--- src/rtl/sfc_pkg.sv ---
package sfc_pkg;

    // Symbol found in one bit slot of the capture window
    typedef enum logic [1:0] {
        SYM_Y   = 2'd0,
        SYM_X   = 2'd1,
        SYM_Z   = 2'd2,
        SYM_BAD = 2'd3
    } sym_e;

    // Command outcome code presented on cmd_code
    typedef enum logic [1:0] {
        CMD_NONE = 2'd0,
        CMD_REQ  = 2'd1,
        CMD_WAKE = 2'd2
    } cmd_e;

    // Registered result state of the top module
    typedef struct packed {
        logic res_valid;
        logic match_req;
        logic match_wake;
        logic abort;
        cmd_e cmd;
        logic last_bit;
    } res_state_t;

endpackage

--- src/rtl/sfc_symbol_slicer.sv ---
module sfc_symbol_slicer
    import sfc_pkg::*;
#(
    parameter int SLOTS = 8,
    parameter int OVS   = 4,
    parameter int X_POS = 2,
    parameter int Z_POS = 0
) (
    input  logic [SLOTS*OVS-1:0] word_i,
    output sym_e [SLOTS-1:0]     sym_o
);
    localparam logic [OVS-1:0] NIB_X = OVS'(1) << X_POS;
    localparam logic [OVS-1:0] NIB_Z = OVS'(1) << Z_POS;
    localparam logic [OVS-1:0] NIB_Y = '0;

    for (genvar k = 0; k < SLOTS; k++) begin : g_slot
        logic [OVS-1:0] nib;
        assign nib = word_i[k*OVS +: OVS];

        always_comb begin
            if (nib == NIB_Z) begin
                sym_o[k] = SYM_Z;
            end else if (nib == NIB_X) begin
                sym_o[k] = SYM_X;
            end else if (nib == NIB_Y) begin
                sym_o[k] = SYM_Y;
            end else begin
                sym_o[k] = SYM_BAD;
            end
        end
    end

endmodule

--- src/rtl/sfc_sequence_checker.sv ---
module sfc_sequence_checker
    import sfc_pkg::*;
#(
    parameter int SLOTS = 8,
    localparam int DBITS = SLOTS - 1
) (
    input  sym_e [SLOTS-1:0] sym_i,
    output logic [DBITS-1:0] bits_o,
    output logic             legal_o
);
    logic             ok;
    logic             prev_zero;
    logic [DBITS-1:0] bits;

    always_comb begin
        // Start slot must carry an early pause
        ok        = (sym_i[0] == SYM_Z);
        // The start slot is treated like a preceding zero
        prev_zero = 1'b1;
        bits      = '0;
        for (int k = 1; k < SLOTS; k++) begin
            unique case (sym_i[k])
                SYM_X: begin
                    bits[k-1] = 1'b1;
                    prev_zero = 1'b0;
                end
                SYM_Z: begin
                    if (!prev_zero) ok = 1'b0;
                    prev_zero = 1'b1;
                end
                SYM_Y: begin
                    if (prev_zero) ok = 1'b0;
                    prev_zero = 1'b1;
                end
                default: begin
                    ok        = 1'b0;
                    prev_zero = 1'b1;
                end
            endcase
        end
        bits_o  = bits;
        legal_o = ok;
    end

endmodule

--- src/rtl/sfc_command_matcher.sv ---
module sfc_command_matcher
    import sfc_pkg::*;
#(
    parameter int               DBITS     = 7,
    parameter logic [DBITS-1:0] REQ_CODE  = 7'h2A,
    parameter logic [DBITS-1:0] WAKE_CODE = 7'h52
) (
    input  logic [DBITS-1:0] bits_i,
    input  logic             legal_i,
    output cmd_e             cmd_o,
    output logic             last_bit_o
);
    always_comb begin
        cmd_o      = CMD_NONE;
        last_bit_o = 1'b0;
        if (legal_i && bits_i == REQ_CODE) begin
            cmd_o      = CMD_REQ;
            last_bit_o = bits_i[DBITS-1];
        end else if (legal_i && bits_i == WAKE_CODE) begin
            cmd_o      = CMD_WAKE;
            last_bit_o = bits_i[DBITS-1];
        end
    end

endmodule

--- src/rtl/short_frame_classifier.sv ---
module short_frame_classifier
    import sfc_pkg::*;
#(
    parameter int SLOTS = 8,
    parameter int OVS   = 4,
    parameter int X_POS = 2,
    parameter int Z_POS = 0,
    parameter logic [SLOTS-2:0] REQ_CODE  = 7'h2A,
    parameter logic [SLOTS-2:0] WAKE_CODE = 7'h52,
    localparam int WIN   = SLOTS * OVS,
    localparam int DBITS = SLOTS - 1
) (
    input  logic           clk,
    input  logic           rst_n,
    input  logic           cap_strobe,
    input  logic [WIN-1:0] cap_word,
    output logic           res_valid,
    output logic           match_req,
    output logic           match_wake,
    output logic           abort,
    output logic [1:0]     cmd_code,
    output logic           last_bit
);
    sym_e [SLOTS-1:0] syms;
    logic [DBITS-1:0] data_bits;
    logic             frame_legal;
    cmd_e             cmd_found;
    logic             last_found;

    sfc_symbol_slicer #(
        .SLOTS (SLOTS),
        .OVS   (OVS),
        .X_POS (X_POS),
        .Z_POS (Z_POS)
    ) u_slicer (
        .word_i (cap_word),
        .sym_o  (syms)
    );

    sfc_sequence_checker #(
        .SLOTS (SLOTS)
    ) u_seq (
        .sym_i   (syms),
        .bits_o  (data_bits),
        .legal_o (frame_legal)
    );

    sfc_command_matcher #(
        .DBITS     (DBITS),
        .REQ_CODE  (REQ_CODE),
        .WAKE_CODE (WAKE_CODE)
    ) u_match (
        .bits_i     (data_bits),
        .legal_i    (frame_legal),
        .cmd_o      (cmd_found),
        .last_bit_o (last_found)
    );

    res_state_t st_d, st_q;

    always_comb begin
        st_d            = st_q;
        st_d.res_valid  = 1'b0;
        st_d.match_req  = 1'b0;
        st_d.match_wake = 1'b0;
        st_d.abort      = 1'b0;
        if (cap_strobe) begin
            st_d.res_valid  = 1'b1;
            st_d.match_req  = (cmd_found == CMD_REQ);
            st_d.match_wake = (cmd_found == CMD_WAKE);
            st_d.abort      = (cmd_found == CMD_NONE);
            st_d.cmd        = cmd_found;
            st_d.last_bit   = last_found;
        end
    end

    always_ff @(posedge clk or negedge rst_n) begin
        if (!rst_n) begin
            st_q <= '{res_valid: 1'b0, match_req: 1'b0, match_wake: 1'b0,
                      abort: 1'b0, cmd: CMD_NONE, last_bit: 1'b0};
        end else begin
            st_q <= st_d;
        end
    end

    assign res_valid  = st_q.res_valid;
    assign match_req  = st_q.match_req;
    assign match_wake = st_q.match_wake;
    assign abort      = st_q.abort;
    assign cmd_code   = st_q.cmd;
    assign last_bit   = st_q.last_bit;

endmodule

--- config.mk ---
export PLATFORM = sky130hd
export DESIGN_NAME = short_frame_classifier
export DESIGN_NICKNAME = d
export VERILOG_FILES = /design/src/rtl/sfc_pkg.sv /design/src/rtl/sfc_symbol_slicer.sv /design/src/rtl/sfc_sequence_checker.sv /design/src/rtl/sfc_command_matcher.sv /design/src/rtl/short_frame_classifier.sv
export SDC_FILE = /design/constraint.sdc
export NUM_CORES = 1
export LEC_CHECK = 0
export BUFFER_PORTS_ARGS = -buffer_cell sky130_fd_sc_hd__buf_2
export CORE_MARGIN = 5
export CORE_UTILIZATION = 37
export CTS_CLUSTER_SIZE = 30
export DETAILED_ROUTE_END_ITERATION = 7
export HOLD_SLACK_MARGIN = 0.06
export PLACE_DENSITY = 0.74
export SYNTH_ARGS = -nofsm -noshare
export SYNTH_HDL_FRONTEND = slang
export SYNTH_SLANG_ARGS = --single-unit
--- constraint.sdc ---
create_clock -name clk -period 0.9 [get_ports clk]
set_input_delay 0.18 -clock clk [delete_from_list [all_inputs] [get_ports clk]]
set_output_delay 0.18 -clock clk [all_outputs]
set_load 0.01 [all_outputs]
==> results of run 1 <==
==> cell families after synthesis <==
kind of cell             after synthesis  synth area share [%]
buffers and inverters                  3                  2.13
flip-flops                             7                  33.1
AND/OR/NAND/NOR                       31                  41.1
AO/OA/AOI/OAI                         12                  21.3
adder cells (fa/ha/maj)                1                  2.36
==> worst register-to-register path, cell delays in order (launching register included) <==
cell and delay, ns:
dfrtp_1 0.37, nor2b_1 0.13, a31o_1 0.19
==> flip-flops by register name, summed over array words and instances (netlist names) <==
| signal | count |
|---|---|
| match_req | 1 |
| cmd_code | 2 |
| last_bit | 1 |
| res_valid | 1 |
| abort | 1 |
| match_wake | 1 |
==> area by class of cell <==
class	instances	area (µm²)	share of cell area, %
multi-input combinational	44	433	43.5
timing repair buffer	54	330	33.2
sequential	7	175	17.6
clock buffer	4	26.3	2.64
tap	15	18.8	1.89
inverter	3	11.3	1.13
==> per-layer routing <==
metal  vias up  global-route usage (%)
met5         -                       0
met4         0                    4.84
met3         6                    3.01
met2        40                    30.6
met1       294                    19.6
li1        340                       -
==> where the power goes <==
group	switching [mW]	internal, mW	total [mW]
combinational	0.121	0.153	0.273
clock	0.0961	0.168	0.264
sequential	0.000977	0.320	0.321
total	0.218	0.641	0.858
==> final timing paths <==
check	start	to	slack [ns]	cells past startpoint
min in group asynchronous	rst_n	last_bit	0.30	2
worst max register to register	cmd_code[1]	cmd_code[1]	0.10	2
worst min-delay path	cap_strobe	res_valid	0.16	1
worst max-delay path	cap_word[25]	abort	-0.54	5
worst min register to register	cmd_code[0]	cmd_code[0]	0.51	2
max in group asynchronous	rst_n	res_valid	0.45	2
==> through the flow <==
stage / hold WS [ns] / util (%)
after floorplan: -0.116 / -
after CTS: 0.150 / 68.9
after global placement: 0.0129 / 63.2
after global routing: 0.160 / 74.6
final: 0.160 / 74.6
after detailed placement: 0.0186 / 63.2
==> layout by cell type (no fill, tap or decap), drive strengths merged <==
master / n
nor4b: 3
inv: 3
buf: 53
clkbuf: 4
o21a: 2
ha: 1
and3: 2
nor3: 5
nor4bb: 1
dlygate4sd3: 1
nor4: 3
or4b: 2
a21oi: 1
a31o: 2
and2: 1
or3: 2
nand2: 1
nand4: 3
nor2: 4
a22oi: 2
nor2b: 3
o21ai: 2
o211ai: 1
o2111ai: 1
a2111oi: 1
dfrtp: 7
and4b: 1
==> what timing repair did <==
action                     4_1_cts  5_1_grt
pin swaps                        6        7
resized for setup                8       13
setup endpoints to repair       13       13
hold endpoints to repair         7        0
hold buffers                     1        0
==> results.json, run 1 <==
{
  "antenna_found_initial": 0,
  "period_share_pct": 160,
  "cts-htree-levels": 1,
  "vias_per_cell": 5.35,
  "yosysWarnings": 0,
  "grt_max_degree": 10,
  "die_w_um": 47.8,
  "insertedDiodeCount": 0,
  "routed.top_layer": "met4",
  "gp_congestion": 0.735,
  "syn_area_um2": 529,
  "ant_nets": 0,
  "synth_top_area_share_pct": 33.1,
  "cts_max_path_buffers": 2,
  "hp-class": "in2reg",
  "cp-start-kind": "input port",
  "die_y_um": 47.8,
  "place_ws_ns": -0.876,
  "first_pass_iters": 4,
  "wl_per_cell_um": 14.5,
  "drive_gt1_share_pct": 66.1,
  "grt_setup_unrepaired": "true",
  "slew_headroom_pct": 74.5,
  "crit_chain": "buf_6 > or4b_4 > a2111oi_4 > o211ai_1 > o21a_1",
  "slew_viol_final": 0,
  "grt_pass1_vias": 693,
  "violations": "negative setup slack",
  "yosys_register_bits": 7,
  "dr_total_vias": 680,
  "dieArea_um2": 2290,
  "synth_fp_nets": 90,
  "nFillCells": 92,
  "hold_viol_final": 0,
  "crit_path_end_kind": "flop",
  "portBuffers": 41,
  "cts_tree": "built",
  "cp.required_ns": 1.02,
  "max_stage_delay_ns": 0.57,
  "drc": 0,
  "crit_path_max_fanout": 4,
  "setup_tns_ns": -3.01,
  "synth.most_common_cell": "dfrtp_1",
  "ys.flop_type": "dfrtp_1",
  "synth_area_leaders": "dfrtp_1 33%, nor4b_2 5.7%, a2111oi_4 5.2%",
  "min_period_ns": 1.44,
  "yosysTopAreaCell": "dfrtp_1",
  "powerDensity_nw_per_um2": 863,
  "max-vdd-ir-drop_mv": 0.401,
  "synth_edf_count": 0,
  "clock_latency_ns": 0.24,
  "grt_pass1_wl_um": 2720,
  "power.total_mw": 0.858,
  "path_class": "in2reg",
  "clock_sinks": 7,
  "synth_cells": 54,
  "worst_slack_ns": -0.542,
  "met1Wirelength_um": 714,
  "crit_arrival_ns": 1.56,
  "dp_cells": 122,
  "numCtsBuffers": 3,
  "dpl.hpwl_um": 1390,
  "seq_area_frac_synth_pct": 33.1,
  "final_area_um2": 995,
  "avgSynthCellArea_um2": 9.80,
  "synth_top_cells_by_count": "7 x dfrtp_1, 5 x nor3_1, 4 x nor2_1",
  "p_leak_nw": 0.461,
  "drt-initial-drc-count": 3,
  "status": "finished with violations",
  "critical_path.top_delay_family": "compound AO/OA/AOI/OAI gates",
  "fin_skew_ns": 0,
  "ys_types": 26,
  "clk_pin_slew_ns": 0.05,
  "core-area_um2": 1330,
  "clock.fmax_ghz": 0.693,
  "start_util_pct": 39.7,
  "worst_pin_slew_ns": 0.377,
  "routed-wl-met3_um": 215,
  "ios": 42,
  "syn_to_final_growth_pct": 87.9,
  "async_flop_share_pct": 100,
  "worst-path-buf-inv": 1,
  "slowest_stage": "or4b_4",
  "final-setup-viol-count": 11,
  "stdcell_count": 127,
  "nets": 149,
  "grt.total_usage_pct": 16.7,
  "rows": 13,
  "wl_met2_um": 874,
  "max_cap_viol_count": 0,
  "cts-root-buf": "clkbuf_4",
  "cts_setup_buffers": 0,
  "grt.overflow.total": 0,
  "wl_um": 1840,
  "place_area_um2": 843
}
Power figures use the tool's default switching activity.
==> inputs of run 2 (changes only) <==
--- a/config.mk
+++ b/config.mk
@@ -5,13 +5,13 @@
 export SDC_FILE = /design/constraint.sdc
 export NUM_CORES = 1
 export LEC_CHECK = 0
-export BUFFER_PORTS_ARGS = -buffer_cell sky130_fd_sc_hd__buf_2
-export CORE_MARGIN = 5
-export CORE_UTILIZATION = 37
+export CORE_AREA = 5 5 42 44
 export CTS_CLUSTER_SIZE = 30
 export DETAILED_ROUTE_END_ITERATION = 7
+export DIE_AREA = 0 0 47 49
+export DONT_BUFFER_PORTS = 1
 export HOLD_SLACK_MARGIN = 0.06
-export PLACE_DENSITY = 0.74
+export PLACE_DENSITY = 0.52
 export SYNTH_ARGS = -nofsm -noshare
 export SYNTH_HDL_FRONTEND = slang
 export SYNTH_SLANG_ARGS = --single-unit
==> run 2 against run 1 <==
Against the previous run:
- the run still ends with negative setup slack left
- via count down 25%
- largest cell class unchanged
- design area is 28% lower
- flip-flop and latch count unchanged
- cell count decreased by 35%
- die area up 0.71%
- utilization decreased by 23 points
- worst setup slack gained 0.12 ns
- non-clock buffer count down 46
- critical path type unchanged
- first-iteration DRC count shrank 67%
- sequential power about the same
- power decreased by 16%
- fmax up 9.1%
==> results.json, run 2 (same netlist as run 1, synthesis figures left out) <==
{
  "crit_path_end_kind": "flop",
  "cts_tree": "built",
  "grt_pass1_vias": 555,
  "rrSetupSlack_ns": 0.10,
  "timing.hold.ws_ns": 0.0867,
  "multiInputGateArea_um2": 413,
  "grt_max_degree": 8,
  "first_pass_iters": 2,
  "r2r-end": "cmd_code[1]",
  "status": "finished with violations",
  "p_leak_nw": 0.263,
  "numCtsBuffers": 3,
  "powerDensity_nw_per_um2": 999,
  "clock.fmax_ghz": 0.757,
  "period_share_pct": 147,
  "cts-root-buf": "clkbuf_4",
  "start_util_pct": 37.8,
  "antenna_found_initial": 0,
  "grt_setup_unrepaired": "true",
  "startpoint": "cap_word[25]",
  "dpl.hpwl_um": 1080,
  "max_cap_viol_count": 0,
  "cp.required_ns": 1.04,
  "crit_path_max_fanout": 4,
  "drive_gt1_share_pct": 37.9,
  "fin_skew_ns": 0,
  "endpoint": "abort",
  "clock_sinks": 7,
  "worst_slack_ns": -0.422,
  "regToRegStartpoint": "cmd_code[1]",
  "ant_nets": 0,
  "grtUsageMet3_pct": 6.64,
  "max-vdd-ir-drop_mv": 0.446,
  "hp-class": "in2reg",
  "wl_per_cell_um": 15.4,
  "nFillCells": 138,
  "ios": 42,
  "path_class": "in2reg",
  "gp_congestion": 0.702,
  "dr_total_vias": 507,
  "syn_to_final_growth_pct": 35.7,
  "worst_r2r_path_depth": 2,
  "clock_latency_ns": 0.25,
  "place_ws_ns": -0.831,
  "layout_commonest_cell": "dfrtp_1",
  "final-setup-viol-count": 8,
  "grt_pass1_wl_um": 2020,
  "nets": 103,
  "die_y_um": 49,
  "fin_util_pct": 51.2,
  "violations": "negative setup slack",
  "clk_pin_slew_ns": 0.05,
  "die_w_um": 47,
  "wl_um": 1270,
  "grt_busiest_layer": "met2",
  "grt.overflow.total": 0,
  "grt_util_met1_pct": 11.1,
  "use_met2_pct": 18.6,
  "slew_headroom_pct": 77.7,
  "rows": 14,
  "final_cell_mix": "7 x dfrtp_1, 4 x buf_4",
  "hold_viol_final": 0,
  "place_area_um2": 594,
  "grt.total_usage_pct": 12.1,
  "worst_pin_slew_ns": 0.331,
  "crit_arrival_ns": 1.46,
  "final_area_um2": 718,
  "cts_setup_buffers": 0,
  "cts-htree-levels": 1,
  "core-area_um2": 1400,
  "dieArea_um2": 2300,
  "drt-initial-drc-count": 1,
  "min_period_ns": 1.32,
  "vias_per_cell": 6.18,
  "cts_max_path_buffers": 2,
  "regArea_um2": 175,
  "cp-start-kind": "input port",
  "largest_reg_flops": 2,
  "drc": 0,
  "slew_viol_final": 0,
  "insertedDiodeCount": 0,
  "portBuffers": 0
}
## run 2: cell types whose count changed in the layout (fill, tap and decap cells not counted), sizes merged
cell and delta:
buf -47, dlygate4sd3 +1
## run 2: report_power, final
group / internal, mW / switching (mW) / total (mW) / leakage (nW)
registers: 0.320 / 0.00395 / 0.324 / 0.0932
logic: 0.0616 / 0.0482 / 0.110 / 0.155
clock network: 0.169 / 0.115 / 0.284 / 0.0150
total: 0.551 / 0.167 / 0.718 / 0.263
## run 2: final cells by class
| type | count | area share, % |
|---|---|---|
| Clock buffer | 4 | 3.66 |
| Inverter | 3 | 1.57 |
| Sequential cell | 7 | 24.4 |
| Multi-Input combinational cell | 44 | 57.5 |
| Timing Repair Buffer | 8 | 10.1 |
| Tap cell | 16 | 2.79 |
## run 2: layer usage
metal  vias up  routed length, µm
li1        242                  -
met1       225                407
met2        36                612
met3         4                208
met4         0                 38
met5         -                  0
## run 2: worst min path at each step
stage	to	cells after the start	slack [ns]	startpoint
3_5_place_dp	res_valid	0	-0.12	rst_n
6_report	match_wake	1	0.09	cap_strobe
5_1_grt	match_wake	1	0.08	cap_strobe
3_3_place_gp	res_valid	0	-0.12	rst_n
2_1_floorplan	abort	0	-0.12	rst_n
4_1_cts	last_bit	1	0.07	cap_strobe
## run 2: critical path: stages
cell	delay [ns]
or4b_4	0.56
a2111oi_4	0.39
o211ai_1	0.15
o21a_1	0.19
## run 2: repair_timing
item / 4_1_cts / 5_1_grt
hold buffers: 2 / 0
resized for setup: 4 / 11
pin swaps: 2 / 7
endpoints found under the setup margin: 8 / 8
endpoints found under the hold margin: 10 / 0
## run 2: through the flow
stage | instances | TNS, ns | power (mW)
6_report | 82 | -2.25 | 0.718
5_1_grt | 82 | -2.68 | 0.758
4_1_cts | 82 | -2.77 | 0.713
3_5_place_dp | 76 | -4.77 | 0.406
3_3_place_gp | 76 | -4.42 | 0.404
2_1_floorplan | 54 | -3.66 | 0.393
==> inputs of run 3 (changes only) <==
==> constraint.sdc (replaced) <==
create_clock -name clk -period 1.61 [get_ports clk]
set_input_delay 0.322 -clock clk [delete_from_list [all_inputs] [get_ports clk]]
set_output_delay 0.322 -clock clk [all_outputs]
set_load 0.01 [all_outputs]
==> run 3 against run 2 <==
Against the previous run:
- the run now ends clean
- clock skew unchanged
- via count decreased by 7.3%
- utilization decreased by 8.7 points
- clock power is 45% lower
- critical path type unchanged
- critical endpoint unchanged
==> results.json, run 3 (same netlist as run 1, synthesis figures left out) <==
{
  "status": "complete, no violations",
  "slew_viol_final": 0,
  "grt.total_usage_pct": 12.4,
  "cts_max_path_buffers": 2,
  "max-vdd-ir-drop_mv": 0.171,
  "place_area_um2": 557,
  "syn_to_final_growth_pct": 12.5,
  "crit_path_end_kind": "flop",
  "powerDensity_nw_per_um2": 644,
  "dpl.hpwl_um": 1120,
  "swShare_pct": 22.3,
  "setup_tns_ns": 0,
  "clock_latency_ns": 0.24,
  "first_pass_iters": 4,
  "internal_power_mw": 0.298,
  "combPwrFrac_pct": 11.9,
  "stdcell_count": 76,
  "final_area_um2": 596,
  "drt-initial-drc-count": 7,
  "largest_reg_flops": 2,
  "drive_gt1_share_pct": 18.3,
  "ios": 42,
  "nets": 97,
  "max_cap_viol_count": 0,
  "timing.hold.ws_ns": 0.101,
  "place_ws_ns": -0.210,
  "max_stage_delay_ns": 0.36,
  "clock_sinks": 7,
  "ant_nets": 0,
  "crit_arrival_ns": 1.67,
  "clk_pin_slew_ns": 0.06,
  "worst_pin_slew_ns": 0.385,
  "gp_congestion": 0.681,
  "clkPwrFrac_pct": 40.9,
  "cp-start-kind": "input port",
  "p_switching_mw": 0.0855,
  "cts_setup_buffers": 0,
  "final_cell_mix": "7 x dfrtp_1, 5 x nor3_1",
  "routed.top_layer": "met4",
  "hold_viol_final": 0,
  "routed-wl-met3_um": 157,
  "slew_headroom_pct": 74.1,
  "hp-class": "in2reg",
  "start_util_pct": 37.8,
  "period_share_pct": 95.9,
  "grt_setup_unrepaired": "false",
  "rows": 14,
  "numCtsBuffers": 3,
  "die_w_um": 47,
  "grt_pass1_wl_um": 2100,
  "dieArea_um2": 2300,
  "portBuffers": 0,
  "core-area_um2": 1400,
  "fin_skew_ns": 0,
  "dp_cells": 71,
  "cp.required_ns": 1.74,
  "wl_met2_um": 652,
  "slowest_stage": "or3_1",
  "antenna_found_initial": 0,
  "drc": 0,
  "min_period_ns": 1.54,
  "power_frac_seq_pct": 47.2,
  "fin_util_pct": 42.5,
  "p_leak_nw": 0.225,
  "worst_r2r_path_depth": 2,
  "clock.fmax_ghz": 0.647,
  "path_class": "in2reg",
  "final-setup-viol-count": 0,
  "worst_slack_ns": 0.0654,
  "vias_per_cell": 6.18,
  "insertedDiodeCount": 0,
  "met1Wirelength_um": 448,
  "cts-htree-levels": 1,
  "die_y_um": 49,
  "layout_commonest_cell": "dfrtp_1",
  "grt_max_degree": 10,
  "wl_per_cell_um": 16.7,
  "crit_path_max_fanout": 3,
  "power.total_mw": 0.384,
  "crit_chain": "or3_1 > ha_1 > nor3_1 > nand4_1 > nor2_2 > o211ai_1 > o21a_1",
  "hold_path_depth": 0,
  "grt_pass1_vias": 521,
  "cts-root-buf": "clkbuf_4",
  "grt.overflow.total": 0,
  "cts_tree": "built",
  "dr_total_vias": 470,
  "nFillCells": 147,
  "wl_um": 1270
}
[run 3: cell count changes in the layout (fill, tap and decap cells not counted), moves of 2 or more]
cell | previous run | this run
nor3_2 | 2 | 0
buf_4 | 4 | 1
buf_6 | 2 | 0
nor3_1 | 3 | 5
[run 3: metal layers]
metal | vias up | GRT usage [%]
met5 | - | 0
met2 | 28 | 20.1
met3 | 2 | 5.17
li1 | 227 | -
met4 | 0 | 5.53
met1 | 213 | 13.6
[run 3: final timing paths]
| check | startpoint | end | slack, ns |
|---|---|---|---|
| worst max-delay path | cap_word[5] | abort | 0.07 |
| worst min-delay path | cap_strobe | res_valid | 0.10 |
| worst max register to register | last_bit | last_bit | 0.74 |
| worst min register to register | cmd_code[0] | cmd_code[0] | 0.57 |
| max in group asynchronous | rst_n | match_req | 0.98 |
| min in group asynchronous | rst_n | res_valid | 0.39 |
[run 3: what timing repair did]
action / CTS / global route
hold buffers: 1 / 0
resized for setup: 0 / 1
endpoints found under the hold margin: 7 / 0
endpoints found under the setup margin: 0 / 4
[run 3: power groups by stage]
| stage | registers [mW] | logic, mW | clock network [mW] |
|---|---|---|---|
| after detailed placement | 0.184 | 0.0413 | 0 |
| after floorplan | 0.184 | 0.0357 | 0 |
| final | 0.181 | 0.0458 | 0.157 |
| after CTS | 0.181 | 0.0467 | 0.165 |
| after global placement | 0.184 | 0.0406 | 0 |
| after global routing | 0.181 | 0.0519 | 0.171 |
[run 3: cell type report]
type	instances	area, µm²	share of cell area (%)
multi-input cells	44	345	58.0
flip-flops and latches	7	175	29.4
clock buffers	4	26.3	4.41
well taps	16	20.0	3.36
repair buffers	2	17.5	2.94
inverters	3	11.3	1.89
[run 3: critical path, delay by kind of cell]
family / cells / cell delay (ns)
AND/OR/NAND/NOR: 4 / 0.76
AO/OA/AOI/OAI: 2 / 0.29
adder cells (fa/ha/maj): 1 / 0.30
